==> src/rtl/ctr_csr_unit.sv <==
module ctr_csr_unit #(
  parameter int HALF_W = 32,
  parameter int NCTR   = 32
) (
  input  logic              clk,
  input  logic              rst_n,
  input  logic [11:0]       csr_addr,
  input  logic              csr_rd,
  input  logic              csr_wr,
  input  logic [2*HALF_W-1:0] csr_wdata,
  input  logic [1:0]        priv,
  input  logic              mode32,
  input  logic              retire,
  output logic [2*HALF_W-1:0] csr_rdata,
  output logic              csr_illegal
);
  localparam int CTR_W = 2 * HALF_W;
  localparam int IDX_W = $clog2(NCTR);
  localparam logic [1:0] PRIV_M = 2'd3;
  localparam logic [1:0] PRIV_U = 2'd0;

  logic [CTR_W-1:0] ctr;
  logic [NCTR-1:0]  m_en, s_en, amask;
  logic [CTR_W-1:0] view, rval;

  wire [IDX_W-1:0] idx = csr_addr[IDX_W-1:0];
  wire hi      = csr_addr[7];
  wire grp_ok  = csr_addr[6:5] == 2'b00;
  wire is_user = csr_addr[11:8] == 4'hC && grp_ok;
  wire is_mach = csr_addr[11:8] == 4'hB && grp_ok;
  wire is_evt  = csr_addr[11:5] == 7'h19;
  wire is_men  = csr_addr == 12'h306;
  wire is_sen  = csr_addr == 12'h106;
  wire base    = idx == 0 || idx == 2;
  wire hpm     = idx >= 3;
  wire half_ok = !hi || mode32;

  always_comb begin
    amask = '1;
    if (priv != PRIV_M) amask = amask & m_en;
    if (priv == PRIV_U) amask = amask & s_en;
  end

  wire u_leg = is_user && half_ok && (base || hpm) && amask[idx] && !csr_wr;
  wire m_leg = is_mach && half_ok && (base || hpm);
  wire e_leg = is_evt && hpm;
  wire legal = u_leg || m_leg || e_leg || is_men || is_sen;
  wire ctr_wr = csr_wr && m_leg && base;

  always_comb begin
    if (!mode32)  view = ctr;
    else if (hi)  view = {{HALF_W{1'b0}}, ctr[CTR_W-1:HALF_W]};
    else          view = {{HALF_W{1'b0}}, ctr[HALF_W-1:0]};
  end

  always_comb begin
    rval = '0;
    if ((u_leg || m_leg) && base) rval = view;
    else if (is_men)              rval = CTR_W'(m_en);
    else if (is_sen)              rval = CTR_W'(s_en);
  end

  assign csr_rdata   = (csr_rd && legal) ? rval : '0;
  assign csr_illegal = (csr_rd || csr_wr) && !legal;

  always_ff @(posedge clk) begin
    if (!rst_n) begin
      ctr  <= '0;
      m_en <= '0;
      s_en <= '0;
    end else begin
      if (ctr_wr) begin
        if (!mode32)  ctr <= csr_wdata;
        else if (hi)  ctr[CTR_W-1:HALF_W] <= csr_wdata[HALF_W-1:0];
        else          ctr[HALF_W-1:0]     <= csr_wdata[HALF_W-1:0];
      end else if (retire) begin
        ctr <= ctr + 1'b1;
      end
      if (csr_wr && is_men) m_en <= csr_wdata[NCTR-1:0];
      if (csr_wr && is_sen) s_en <= csr_wdata[NCTR-1:0];
    end
  end
endmodule

==> config.mk <==
export PLATFORM = sky130hd
export DESIGN_NAME = ctr_csr_unit
export DESIGN_NICKNAME = d
export VERILOG_FILES = /design/src/rtl/ctr_csr_unit.sv
export SDC_FILE = /design/constraint.sdc
export NUM_CORES = 1
export LEC_CHECK = 0
export BUFFER_PORTS_ARGS = -buffer_cell sky130_fd_sc_hd__buf_4
export CORE_ASPECT_RATIO = 1.25
export CORE_MARGIN = 2
export CORE_UTILIZATION = 56
export DETAILED_ROUTE_END_ITERATION = 10
export PLACE_DENSITY_LB_ADDON = 0.05
export RECOVER_POWER = 50
export SLEW_MARGIN = 10
export SYNTH_ARGS = -nofsm -noshare
export SYNTH_HDL_FRONTEND = slang
export SYNTH_SLANG_ARGS = --single-unit
==> constraint.sdc <==
create_clock -name clk -period 2.8 [get_ports clk]
set_input_delay 0 -clock clk [delete_from_list [all_inputs] [get_ports clk]]
set_output_delay 0 -clock clk [all_outputs]
set_load 0.05 [all_outputs]
### Word-level counts from Yosys, hierarchy flattened

Index checks and enable logic that the tools add are counted.

* output and inout bits: 65
* logic and storage cells: 65
* flip-flop bits (word level): 128

* reductions and logical operators: 33
* equality and inequality tests: 9
* bitwise logic cells: 1
* add/subtract/negate cells: 1
* muxes and demuxes: 15
* magnitude comparators: 2

Operators with widths (number)
* $mux 64: 6
* $mux 32: 7
* $add 64x1->64 const B: 1
* $and 32x32->32: 1
* $logic_and 1x1->1: 16
* $eq 12x10->1 const B: 1
* $eq 12x9->1 const B: 1
* $eq 4x4->1 const B: 2
* $logic_or 1x1->1: 8
* $eq 7x5->1 const B: 1
* $lt 5x6->1 const B: 1
* $ne 3x3->1 const B: 2
* $bmux 1 s5: 1
* $eq 5x2->1 const B: 1
* $ge 5x2->1 const B: 1
* $logic_not 5->1: 1
* $logic_not 2->1: 2
* $reduce_and 2->1: 2
* $logic_not 1->1: 3
* $ne 2x2->1 const B: 1
* $reduce_bool 2->1: 1
* $mux 1: 1

### Depth between registers and ports, before layout

* depth after elaboration: 14
* depth in mapped cells: 11
* depth with buffers taken out: 8

### Worst setup path after synthesis

OpenSTA, ideal clock, no wires.

* path kind: in2out
* from: input port priv[1]
* to: output port csr_illegal
* cell stages on the path: 9
* arrival: 2.871 ns
* required time: 2.800 ns
* buffers on the path: 3
* setup slack: -0.071 ns
* cell sequence: or2_1 > clkbuf_2 > buf_4 > o221ai_1 > o21ai_0 > o21ai_0 > a311oi_2 > clkbuf_1 > nor4_1

* cells in the longest elaborated chain, start to end: 14

RTL lines
* start: declaration: RTL line 11 `input logic [1:0] priv,`
* $ne 2x2->1: RTL line 40 `if (priv != PRIV_M) amask = amask & m_en;`
* $mux 32: RTL line 40
* $and 32x32->32: RTL line 41 `if (priv == PRIV_U) amask = amask & s_en;`
* $mux 32 *: RTL line 41
* $bmux 1 s5 *: RTL line 44 `wire u_leg = is_user && half_ok && (base || hpm) && amask[idx] && !csr_wr;`
* $mux 1 (not written as such) *: RTL line 44
* $logic_and 1x1->1 * (2 in a row): RTL line 44
* $logic_or 1x1->1 * (4 in a row): RTL line 47 `wire legal = u_leg || m_leg || e_leg || is_men || is_sen;`
* $logic_not 1->1 *: RTL line 64 `assign csr_illegal = (csr_rd || csr_wr) && !legal;`
* $logic_and 1x1->1 *: RTL line 64
* end: declaration: RTL line 15 `output logic csr_illegal`

Mark *: on every way between the ends. The rest lies on a longest branch, timed or not. The select of a mux whose other input is x is not followed.

### Final worst setup path

* from: register m_en[28]
* to: output port csr_rdata[0]

* cells in the longest elaborated chain, start to end: 13

RTL lines
* start: declaration: RTL line 23 `logic [NCTR-1:0] m_en, s_en, amask;`
* start signal: assignment: RTL line 79 `if (csr_wr && is_men) m_en <= csr_wdata[NCTR-1:0];`
* $mux 32 *: RTL line 40
* $and 32x32->32: RTL line 41
* $mux 32 *: RTL line 41
* $bmux 1 s5 *: RTL line 44
* $mux 1 (not written as such) *: RTL line 44
* $logic_and 1x1->1 * (2 in a row): RTL line 44
* $logic_or 1x1->1 *: RTL line 47, 58
* $logic_or 1x1->1 (3 in a row): RTL line 47
* $logic_and 1x1->1: RTL line 63 `assign csr_rdata = (csr_rd && legal) ? rval : '0;`
* $mux 64 *: RTL line 63
* end: declaration: RTL line 14 `output logic [2*HALF_W-1:0] csr_rdata,`

Marks and branches as above.

==> results by group <==
Run status
  • Status: finished clean

Global route
  • Antenna violations before repair: 0
  • Vias in the first global route: 9,583
  • First-pass GRT wire length: 51.2 mm
  • GRT Total Usage: 38.1%
  • Largest net degree at the start of global routing: 58
  • Total gr overflow: 0

Min path
  • Hold crit path type: in2reg

Logic synthesis
  • Syn nets: 1,340
  • Post-Synth Simple-Gate Area: 25.7%
  • Post-Synth XOR/XNOR Area: 0.782%
  • Unique masters post-synth: 77
  • Compound-Gate Fraction of Synth Area: 27.6%
  • Synthesized flop and latch total: 128
  • Avg Cell Area, Syn: 7.14 um^2
  • Synthesized cell area: 0.00896 mm^2
  • Fraction of registers with async set/reset: 0%
  • Leading register cell type out of synthesis: dfxtp_1
  • Post-synthesis adder-cell area fraction: 0.140%
  • Mux contribution to synthesized area: 10.6%
  • Number of flops mapped to enable cells by yosys: 0
  • Yosys Warn Count: 0
  • Sequential-to-total area share from yosys stat: 28.6%
  • Synthesized instance count: 1,255
  • Largest family of logic cells by synthesized area: compound AO/OA/AOI/OAI gates

Worst setup path
  • Crit Path Class: reg2out
  • Worst-path fanout max: 13
  • CP bufs+invs: 2
  • CP Launch Type: flip-flop
  • Critical Path Slowest Stage Cell: mux4_2
  • Critical-path cell list: o22ai_1 -> mux4_2 -> o211a_1 -> a2111oi_4 -> o31ai_4 -> buf_4 -> a21oi_1 -> buf_4
  • Most frequent CP cell: buf_4
  • Top delay family on crit path: compound AO/OA/AOI/OAI gates
  • Slowest Stage Delay on Critical Path: 470 ps
  • Critical path arrival: 2640 ps
  • Critical path required time: 2800 ps
  • Worst setup EP type: output pin

Clock network
  • PostCTS Resize Cnt: 0
  • H-tree depth: 4
  • CTS Buffer Depth: 2
  • CTS Sinks: 128
  • Clock transition at path regs: 60 ps
  • CTS tree: yes
  • Clk_lat worst skew: 430 ps
  • CTS root buf: clkbuf_16
  • Number of CTS-inserted buffers: 17

Timing
  • Max Slew Vio Count: 0
  • Final period util: 94.1%
  • RSZ-0062 raised after global routing: no
  • Final TNS setup: 0 ps
  • Tmin final: 2640 ps
  • Endpoints failing setup: 0
  • Final Hold Viols: 0
  • Max-slew headroom: 46.3%
  • Worst Max-Slew Pin Slew: 806 ps
  • Worst Skew: 8.03 ps
  • Fmax: 379 MHz

Route
  • Avg WL per Cell: 20.3 um
  • DR vias: 10,400
  • Residual DRC: 0
  • DRT Wirelength: 33.0 mm
  • Vias/cell: 6.37
  • Drt first pass iters: 6
  • Initial DRC Count: 1,533
  • Antenna Nets Post-Route: 0

Pwr
  • Static leakage: 4.08 nW
  • P per Cell Area: 403 mW/mm^2
  • Peak supply drop: 0.421 mV

Die
  • DIE WIDTH: 117 um
  • Overall die height: 145 um
  • Die Area: 0.0170 mm^2
  • I/O pin count: 149
  • CORE AREA: 0.0156 mm^2
  • Initial Utilization: 57.3%
  • Rows: 51

Cells and area
  • Final Non-Filler Cells: 1,629
  • Antenna fix cells: 0
  • Nets: 1,490
  • Final core utilization: 71.7%
  • Fraction of layout cells with a size suffix above 1: 22.6%
  • Final Instance Area: 0.0112 mm^2
  • Layout area overhead: 25.1%
  • Fillers: 1,326

Placed design
  • Gpl congestion: 0.959
  • Placed Instances: 1,564
  • # port buffers: 148
  • DP Area: 0.0103 mm^2
  • Final HPWL DP: 23.4 mm

Job
  • Max Cap Viol: 0
synth_stat cells, types with 4 or more instances:
cell      count  share of area [%]
and2_1        6               0.42
nand2b_1      7               0.49
o31ai_1       4               0.33
xnor2_1       6               0.59
dfxtp_1     128                 29
o32ai_1       4               0.39
nor4_1       11               0.77
o211ai_1      4               0.33
and4_1        7               0.68
o221ai_1     18                1.8
or4_1         6               0.50
nor2_1      142                5.9
a22oi_1       4               0.33
a21oi_1     126                7.0
a221oi_1      7               0.68
a21oi_2      30                2.9
nand3b_1      5               0.42
nor2b_1       6               0.42
a31oi_1      16                1.1
inv_1        41                1.7
buf_1         7               0.29
mux2i_1      52                5.8
o21a_1        5               0.42
nand4_1      11               0.77
mux2_2       35                4.4
o21ai_0      83                4.6
a311oi_1      7               0.68
nand2_1     212                8.9
nand3_1      20                1.1
nor3_1       29                1.6
o22ai_1      23                1.6
and3_1       13               0.91
buf_2        19                1.1
a21o_1        5               0.42
clkbuf_1     69                2.9
o21ai_1       7               0.39
a211oi_1     15                1.3
layout by cell type (no fill, tap or decap), types with 16 or more instances in the layout:
cell           Yosys  routed
a31oi_1           16      16
a21oi_1          126     126
mux2_2            35      35
o21ai_0           83      83
a21oi_2           30      30
mux2i_1           52      52
dfxtp_1          128     128
nand3_1           20      19
buf_4              3     186
nand2_1          212     211
dlygate4sd3_1      0      34
nor2_1           142     143
nor3_1            29      29
o22ai_1           23      23
clkbuf_16          0      17
inv_1             41      41
o221ai_1          18      18
logic make-up (layout without fill, tap and decap cells):
family | Yosys count | after routing
multiplexers | 89 | 89
XOR/XNOR | 8 | 8
flip-flops | 128 | 128
AO/OA/AOI/OAI | 385 | 385
adder cells (fa/ha/maj) | 1 | 1
buffers and inverters | 144 | 306
AND/OR/NAND/NOR | 500 | 500
where the power goes:
part / switching, mW / total, mW / internal [mW]
sequential: 0.0152 / 1.85 / 1.83
clock: 0.894 / 2.16 / 1.26
combinational: 0.299 / 0.507 / 0.209
total: 1.21 / 4.51 / 3.30
area by class of cell:
class | count | area (um^2) | area share, %
Timing Repair Buffer | 233 | 1830 | 16.3
Multi-Input combinational cell | 983 | 5840 | 52.1
Tap cell | 212 | 265 | 2.37
Sequential cell | 128 | 2560 | 22.9
Clock inverter | 12 | 111 | 0.993
Inverter | 42 | 158 | 1.41
Clock buffer | 19 | 453 | 4.04
worst min-delay path: stages:
cell     delay (ps)
buf_4            80
mux2_2          140
a21oi_1          60
o21ai_0         120
repair_timing:
item                                    CTS  global route
hold buffers                             34             0
hold endpoints to repair                 97             0
setup buffers                             0             0
endpoints found under the setup margin    0            24
flip-flops by register name, summed over array words and instances (netlist names):
register,flops
ctr,64
m_en,32
s_en,32
metal layers:
layer	vias to the layer above	global-route usage (%)	wire length [um]	part of all wire, %
met5	-	0	0	0
met3	97	6.96	3490	11
met2	662	59.0	15300	46
met4	0	13.6	1120	3.4
li1	4792	-	-	-
met1	4830	52.7	13100	40
final timing paths:
| path | start | end | slack, ps | cells after the start |
|---|---|---|---|---|
| min reg2reg | s_en[11] | s_en[11] | 470 | 2 |
| max reg2reg | ctr[9] | ctr[31] | 170 | 7 |
| min | csr_wdata[57] | ctr[57] | 7 | 4 |
| max | m_en[28] | csr_rdata[0] | 160 | 8 |
per-stage QoR:
stage | total power, mW | setup WS [ps] | hold slack (ps)
2_1_floorplan | 2.12 | 347 | 136
3_3_place_gp | 2.34 | 341 | 261
3_5_place_dp | 2.34 | 277 | 274
4_1_cts | 4.49 | 61.0 | 0.662
5_1_grt | 4.61 | 40.9 | 40.7
6_report | 4.51 | 165 | 7.17
(Power assumes the default switching activity.)
